===== src/rtl/deadband_pkg.sv =====
package deadband_pkg;
    timeunit 1ns;
    timeprecision 1ps;

    typedef enum logic [1:0] {
        KILL_RESTART = 2'b00,
        KILL_LATCH   = 2'b01,
        KILL_GATE    = 2'b10,
        KILL_RSVD    = 2'b11
    } kill_mode_e;

    // control register image, bit 0 is enable
    typedef struct packed {
        kill_mode_e kmode;
        logic       sw_level;
        logic       sw_sel;
        logic       enable;
    } ctl_t;

    typedef enum logic {
        PH_PRI = 1'b0,
        PH_AUX = 1'b1
    } phase_e;

    localparam logic ADDR_CTL = 1'b0;
    localparam logic ADDR_PER = 1'b1;

    function automatic logic kill_restarts(input kill_mode_e m);
        return (m == KILL_RESTART) || (m == KILL_RSVD);
    endfunction
endpackage


===== src/rtl/db_regs.sv =====
module db_regs
    import deadband_pkg::*;
#(
    parameter int DATA_W   = 8,
    parameter int PERIOD_W = 8
) (
    input  logic                clk,
    input  logic                rst,
    input  logic                wr_en,
    input  logic                wr_addr,
    input  logic [DATA_W-1:0]   wr_data,
    input  logic                kill_in,
    output ctl_t                ctl,
    output logic [PERIOD_W-1:0] period
);
    timeunit 1ns;
    timeprecision 1ps;

    localparam int CTL_W = $bits(ctl_t);

    logic latch_off;
    assign latch_off = kill_in && (ctl.kmode == KILL_LATCH) && ctl.enable;

    always_ff @(posedge clk) begin
        if (rst) begin
            ctl    <= '0;
            period <= '0;
        end else begin
            if (wr_en && wr_addr == ADDR_CTL)
                ctl <= ctl_t'(wr_data[CTL_W-1:0]);
            if (wr_en && wr_addr == ADDR_PER)
                period <= wr_data[PERIOD_W-1:0];
            if (latch_off)
                ctl.enable <= 1'b0;
        end
    end

    // a sampled kill in latching mode leaves the block disabled
    p_latch_off_r8: assert property (@(posedge clk) disable iff (rst)
        (kill_in && ctl.kmode == KILL_LATCH && ctl.enable) |=> !ctl.enable);
endmodule


===== src/rtl/db_refsync.sv =====
module db_refsync
    import deadband_pkg::*;
#(
    parameter int STAGES = 2
) (
    input  logic clk,
    input  logic rst,
    input  logic ext_ref,
    input  logic sw_sel,
    input  logic sw_level,
    output logic rise,
    output logic fall
);
    timeunit 1ns;
    timeprecision 1ps;

    // STAGES synchronizer flops plus one history flop for edge detect
    logic [STAGES:0] pipe;
    logic            src;

    assign src = sw_sel ? sw_level : ext_ref;

    generate
        if (STAGES == 1) begin : g_short
            always_ff @(posedge clk) begin
                if (rst) pipe <= '0;
                else     pipe <= {pipe[0], src};
            end
        end else begin : g_long
            always_ff @(posedge clk) begin
                if (rst) pipe <= '0;
                else     pipe <= {pipe[STAGES-1:0], src};
            end
        end
    endgenerate

    assign rise =  pipe[STAGES-1] && !pipe[STAGES];
    assign fall = !pipe[STAGES-1] &&  pipe[STAGES];
endmodule


===== src/rtl/db_core.sv =====
module db_core
    import deadband_pkg::*;
#(
    parameter int PERIOD_W = 8
) (
    input  logic                clk,
    input  logic                rst,
    input  logic                enable,
    input  logic                kill_clr,
    input  logic [PERIOD_W-1:0] period,
    input  logic                rise,
    input  logic                fall,
    output logic                pa,
    output logic                pb
);
    timeunit 1ns;
    timeprecision 1ps;

    localparam logic [PERIOD_W-1:0] CNT_ONE = PERIOD_W'(1);

    logic [PERIOD_W-1:0] cnt;
    logic                run;
    phase_e              tgt;

    always_ff @(posedge clk) begin
        if (rst || kill_clr || !enable) begin
            cnt <= '0;
            run <= 1'b0;
            tgt <= PH_PRI;
            pa  <= 1'b0;
            pb  <= 1'b0;
        end else if (rise || fall) begin
            pa  <= 1'b0;
            pb  <= 1'b0;
            tgt <= fall ? PH_AUX : PH_PRI;
            run <= (period != '0);
            cnt <= period;
        end else if (run) begin
            if (cnt == CNT_ONE) begin
                run <= 1'b0;
                if (tgt == PH_PRI) pa <= 1'b1;
                else               pb <= 1'b1;
            end else begin
                cnt <= cnt - CNT_ONE;
            end
        end
    end

    // phases never overlap
    p_nonoverlap_r2: assert property (@(posedge clk) disable iff (rst)
        !(pa && pb));

    // disabled block releases no phase
    p_off_low_r1: assert property (@(posedge clk) disable iff (rst)
        !enable |=> (!pa && !pb));

    // quiet counting decrements by one
    p_countdown_r3: assert property (@(posedge clk) disable iff (rst)
        (run && enable && !kill_clr && !rise && !fall && cnt > CNT_ONE)
        |=> (run && cnt == $past(cnt) - CNT_ONE));

    // primary rises only at terminal count of a primary dead time
    p_pri_at_tc_r3: assert property (@(posedge clk) disable iff (rst)
        $rose(pa) |-> ($past(run) && $past(cnt) == CNT_ONE && $past(tgt) == PH_PRI));

    // auxiliary rises only at terminal count of an auxiliary dead time
    p_aux_at_tc_r4: assert property (@(posedge clk) disable iff (rst)
        $rose(pb) |-> ($past(run) && $past(cnt) == CNT_ONE && $past(tgt) == PH_AUX));

    // restart kill wipes the state
    p_restart_clear_r7: assert property (@(posedge clk) disable iff (rst)
        kill_clr |=> (!run && !pa && !pb));

    // zero period never starts a count
    p_zero_idle_r10: assert property (@(posedge clk) disable iff (rst)
        (period == '0 && (rise || fall)) |=> !run);
endmodule


===== src/rtl/deadband_gen.sv =====
module deadband_gen
    import deadband_pkg::*;
#(
    parameter int DATA_W      = 8,
    parameter int PERIOD_W    = 8,
    parameter int SYNC_STAGES = 2
) (
    input  logic              clk,
    input  logic              rst,
    input  logic              wr_en,
    input  logic              wr_addr,
    input  logic [DATA_W-1:0] wr_data,
    input  logic              ref_in,
    input  logic              kill_in,
    output logic              pri_out,
    output logic              aux_out,
    output logic              irq
);
    timeunit 1ns;
    timeprecision 1ps;

    ctl_t                ctl;
    logic [PERIOD_W-1:0] period;
    logic                rise, fall;
    logic                pa, pb;
    logic                kill_q;
    logic                kill_clr;
    logic                gate_open;

    db_regs #(.DATA_W(DATA_W), .PERIOD_W(PERIOD_W)) u_regs (
        .clk(clk), .rst(rst), .wr_en(wr_en), .wr_addr(wr_addr),
        .wr_data(wr_data), .kill_in(kill_in), .ctl(ctl), .period(period)
    );

    db_refsync #(.STAGES(SYNC_STAGES)) u_sync (
        .clk(clk), .rst(rst), .ext_ref(ref_in), .sw_sel(ctl.sw_sel),
        .sw_level(ctl.sw_level), .rise(rise), .fall(fall)
    );

    assign kill_clr = kill_in && kill_restarts(ctl.kmode);

    db_core #(.PERIOD_W(PERIOD_W)) u_core (
        .clk(clk), .rst(rst), .enable(ctl.enable), .kill_clr(kill_clr),
        .period(period), .rise(rise), .fall(fall), .pa(pa), .pb(pb)
    );

    // registered copy of kill stretches the low time past release
    always_ff @(posedge clk) begin
        if (rst) kill_q <= 1'b0;
        else     kill_q <= kill_in;
    end

    assign gate_open = !kill_in && !kill_q && (period != '0);
    assign pri_out   = pa && gate_open;
    assign aux_out   = pb && gate_open;
    assign irq       = pri_out;

    // kill forces both outputs low
    p_kill_low_r7: assert property (@(posedge clk) disable iff (rst)
        kill_in |-> (!pri_out && !aux_out));

    // outputs stay low in the cycle after kill is released
    p_kill_hold_r9: assert property (@(posedge clk) disable iff (rst)
        $fell(kill_in) |-> (!pri_out && !aux_out));

    // a zero period holds both outputs low
    p_zero_low_r10: assert property (@(posedge clk) disable iff (rst)
        (period == '0) |-> (!pri_out && !aux_out));
endmodule


===== config.mk =====
export PLATFORM = sky130hd
export DESIGN_NAME = deadband_gen
export DESIGN_NICKNAME = d
export VERILOG_FILES = /design/src/rtl/deadband_pkg.sv /design/src/rtl/db_regs.sv /design/src/rtl/db_refsync.sv /design/src/rtl/db_core.sv /design/src/rtl/deadband_gen.sv
export SDC_FILE = /design/constraint.sdc
export NUM_CORES = 1
export LEC_CHECK = 0
export CORE_ASPECT_RATIO = 1.2
export CORE_MARGIN = 2
export CORE_UTILIZATION = 45
export CTS_CLUSTER_DIAMETER = 60
export DETAILED_ROUTE_END_ITERATION = 16
export PLACE_DENSITY = 0.73
export SKIP_LAST_GASP = 1
export SYNTH_ARGS = -nofsm -noshare
export SYNTH_HDL_FRONTEND = slang
export SYNTH_HIERARCHICAL = 1
export SYNTH_SLANG_ARGS = --single-unit

===== constraint.sdc =====
create_clock -name clk -period 1.6 [get_ports clk]
set_input_delay 0.32 -clock clk [delete_from_list [all_inputs] [get_ports clk]]
set_output_delay 0.32 -clock clk [all_outputs]
set_load 0.02 [all_outputs]

# Word-level counts from Yosys, hierarchy flattened
# Index checks and enable logic that the tools add are counted.
[word_totals]
regBits = 29
input_bits = 14
output_inout_bits = 3
elab_cells = 55
[op_classes]
n_addsub = 1
eq_ne = 4
n_mux = 8
bitwise = 2
n_reduce_logical = 28
[op_table]
columns = ["operator", "n"]
rows = [
  ["8-bit two-way mux", 3],
  ["1-bit logical AND", 11],
  ["8-bit by 1-bit == test with 1-bit output (second input constant)", 1],
  ["8-bit nonzero test", 1],
  ["8-bit by 1-bit subtractor with 8-bit output (second input constant)", 1],
  ["3-bit AND reduction", 2],
  ["1-bit zero test", 5],
  ["1-bit two-way mux", 5],
  ["1-bit logical OR", 4],
  ["2-bit OR reduction", 2],
  ["2-bit by 1-bit == test with 1-bit output (second input constant)", 1],
  ["2-bit == test (second input constant)", 1],
  ["2-bit zero test", 1],
  ["2-bit by 1-bit != test with 1-bit output (second input constant)", 1],
  ["1-bit inverter", 2],
  ["2-bit AND reduction", 1],
  ["2-bit nonzero test", 1],
]

# Longest topological paths before layout
[depth]
ltp_word = 6
mapped_depth = 6
mapped_depth_nobuf = 6

# Cells and area by module
# The synthesis kept the hierarchy.
[by_module_without_submodules]
columns = ["mod", "n_inst", "cells_per_inst", "area_per_inst_um2", "seq_area_each_um2"]
rows = [
  ["db_core", 1, 79, 668.1, 240.2],
  ["db_regs", 1, 54, 510.5, 260.2],
  ["deadband_gen", 1, 11, 120.1, 20.0],
  ["db_refsync", 1, 9, 103.8, 60.1],
]

# Least setup slack after synthesis
# OpenSTA, ideal clock, no wires.
[synth_timing]
kind = "flip-flop to output port"
from = "register u_regs.period[2]"
to = "output port pri_out"
arrival_time_ps = 1355
required_time_ps = 1280
path_slack_ps = -75
stages_incl_launch_ff = 4
path_buffers = 1
cell_sequence = "dfxtp_1 > nor4_2 > a2111oi_2 > buf_4"
[synth_via]
elab_chain_cells = 3
[synth_rtl]
columns = ["item", "line_no", "text"]
rows = [
  ["start, declared", "db_regs.sv:14", "output logic [PERIOD_W-1:0] period"],
  ["start signal, assigned", "db_regs.sv:32", "period <= wr_data[PERIOD_W-1:0];"],
  ["8-bit nonzero test", "deadband_gen.sv:53", "assign gate_open = !kill_in && !kill_q && (period != '0);"],
  ["1-bit logical AND", "deadband_gen.sv:53", ""],
  ["1-bit logical AND", "deadband_gen.sv:54", "assign pri_out = pa && gate_open;"],
  ["end, declared", "deadband_gen.sv:15", "output logic pri_out,"],
]
# Every way passes these cells.

# Final worst setup path
[layout_timing]
from = "register u_regs.period[7]"
to = "output port irq"
[layout_via]
elab_chain_cells = 3
[layout_rtl]
columns = ["item", "line_no", "text"]
rows = [
  ["8-bit nonzero test", "deadband_gen.sv:53", ""],
  ["1-bit logical AND", "deadband_gen.sv:53", ""],
  ["1-bit logical AND", "deadband_gen.sv:54", ""],
  ["end, declared", "deadband_gen.sv:17", "output logic irq"],
]
# Every way passes these cells.

==> flow_summary.toml <==
[clocking]
cts_num_sinks = 29
cts_root_buffer = "clkbuf_4"
clock_path_buffers = 2
cts_tree = "yes"
cts_made_buffers = 5
clkSlewWorstSetupHoldPaths_ns = 0.08
hold_buffers = 0
clkLatencyLatePin_ns = 0.32
h-tree-depth = 2

[sta]
hold_viol = 0
skew_ns = 0.00386
grt_setup_unrepaired = "true"
finalCritPeriodShare_pct = 107
finalMaxSlewViolations = 0
period_minus_slack_ns = 1.71
tightest_slew_ns = 0.452
slew_headroom_pct = 69.8
max_freq_mhz = 585
finalSetupViolCount = 4
setup_ws_ns = -0.109

[power_and_ir_drop]
powerDensity_nw_per_um2 = 737
vdd_drop_max_uv = 643
leakage_nw = 0.723
fin_total_pwr_mw = 1.40

[worst_setup_path]
worstSetupEndpointType = "primary output"
path_cells = "nor4_4 > a2111oi_4 > buf_4"
crit_arrival_ns = 1.39
required_ns = 1.28
cp-start-kind = "flop"
cp_slowest_stage_delay_ns = 0.43
crit_type = "reg -> out"
critPathSlowestCell = "nor4_4"
crit_path_max_fanout = 2
r2r_slack_ns = -0.04

[global_routing]
track_usage_pct = 20.7
antenna_found_initial = 0
grt_pass1_wl_um = 5180
overflow = 0
grt_start_max_net_pins = 18
grt_pass1_vias = 1201

[yosys]
synth_seq_cells = 29
synthCells = 153
ys_types = 38
syn_area_per_cell_um2 = 9.17
synth_fp_nets = 169
synth_ff_type = "dfxtp_1"
yosysSeqAreaShare_pct = 41.4
yosys_warnings = 6
synthArstFlopShare_pct = 0
synth_edf_count = 0
synthesis.area_um2 = 1400

[final_layout]
fill_cells = 278
layout_commonest_cell = "buf_4"
drive_above_1_share_pct = 33.2
final_util_pct = 62.6
nets = 209
final_cell_mix = "buf_4, dfxtp_1, a21oi_1, clkdlybuf4s50_1, nand2_1"
diodes = 0
postLayoutCellArea_um2 = 1900
areaGrowthSynthToFinish_pct = 35.2

[drt]
wl_per_cell_um = 14.1
drtIter0Drc = 9
drc = 0
via_per_inst = 5.46
route.vias.total = 1251
dr.pass1.iters = 6
ant_nets = 0
routed_wl_um = 3230

[floorplanning]
die_w_um = 55.0
ioPinCount = 17
die_h_um = 65.2
start_util_pct = 46.3
coreArea_um2 = 3030
rows = 22
die-area_um2 = 3580

[place]
globalplace.congestion = 0.799
placed_area_um2 = 1750
dp_hpwl_um = 2490
port_buffers = 16

[min_path]
hold_class = "reg -> reg"

[flow_run]
cap_viol_max_count = 0

[status]
violations = "negative setup slack"
status = "finished, violations left"
==> Yosys cell counts, types with 3 or more instances <==
cell	instances	area share, %
nand2_1	12	3.2
inv_1	7	1.9
nor4_1	4	1.8
nor2b_1	3	1.3
dfxtp_1	29	41
buf_6	3	2.4
xnor2_1	3	1.9
nand3_1	8	2.9
o21ai_0	10	3.6
or4_1	3	1.6
mux2i_1	9	6.4
nor2_1	11	2.9
a21oi_1	19	6.8
==> cells by family after synthesis <==
group / synth area share (%)
muxes: 6.42
AOI/OAI and AO/OA: 16.6
adders and majority gates: 1.78
and+or+nand+nor: 26.6
xor gates and xnor gates: 1.87
buffers and inverters: 5.35
DFF: 41.4
==> power by group <==
part           total, mW  internal (mW)  switching, mW  leakage, nW
sequential         0.762          0.743         0.0189        0.239
clock              0.449          0.207          0.242       0.0314
combinational      0.186          0.101         0.0851        0.452
==> registers in the layout, summed over array words and instances (netlist names) <==
register	cells
u_regs/ctl	5
u_core/pa	1
u_core/tgt	1
u_core/cnt	8
u_core/pb	1
u_sync/pipe	3
u_core/run	1
u_regs/period	8
kill_q	1
==> final timing paths <==
| path | end | depth (start not counted) | startpoint |
|---|---|---|---|
| min | u_sync/pipe[1] | 1 | u_sync/pipe[0] |
| max reg2reg | u_core/cnt[5] | 5 | u_core/cnt[0] |
| min reg2reg | u_sync/pipe[1] | 1 | u_sync/pipe[0] |
| max | irq | 3 | u_regs/period[7] |
==> metal layers <==
layer | vias up | part of all wire (%) | GRT usage, % | routed length (um)
li1 | 636 | - | - | -
met3 | 8 | 4.5 | 7.27 | 146
met1 | 582 | 36 | 18.6 | 1180
met4 | 0 | 1.8 | 8.84 | 59
met2 | 25 | 57 | 39.0 | 1850
met5 | - | 0 | 0 | 0
==> through the flow <==
| step | setup slack (ns) | setup TNS [ns] | instances | hold WS [ns] |
|---|---|---|---|---|
| final | -0.109 | -0.369 | 229 | 0.454 |
| after global routing | -0.209 | -0.896 | 229 | 0.503 |
| after CTS | -0.158 | -0.499 | 229 | 0.457 |
| after detailed placement | -0.564 | -4.26 | 221 | 0.437 |
| after global placement | -0.482 | -3.41 | 221 | 0.432 |
| after floorplan | 0.00521 | 0 | 153 | 0.389 |
==> critical path: cells and delay by family (launching register included) <==
family | cells | cell delay, ns
buf+inv | 1 | 0.18
flops | 1 | 0.34
simple gates | 1 | 0.43
compound gates | 1 | 0.13
==> timing repair <==
item | 4_1_cts | 5_1_grt
setup endpoints to repair | 9 | 14
pin swaps | 7 | 8
buffers inserted | 1 | 2
endpoints found under the hold margin | 0 | 0
gates resized for setup | 29 | 11
==> final cells by class <==
class | instances | area [um^2] | area share [%]
flip-flops and latches | 29 | 589 | 31.1
well taps | 36 | 45.0 | 2.37
repair buffers | 39 | 332 | 17.5
multi-input cells | 111 | 850 | 44.8
inverters | 7 | 26.3 | 1.39
clock buffers | 7 | 55.1 | 2.90
(Power assumes the default switching activity.)
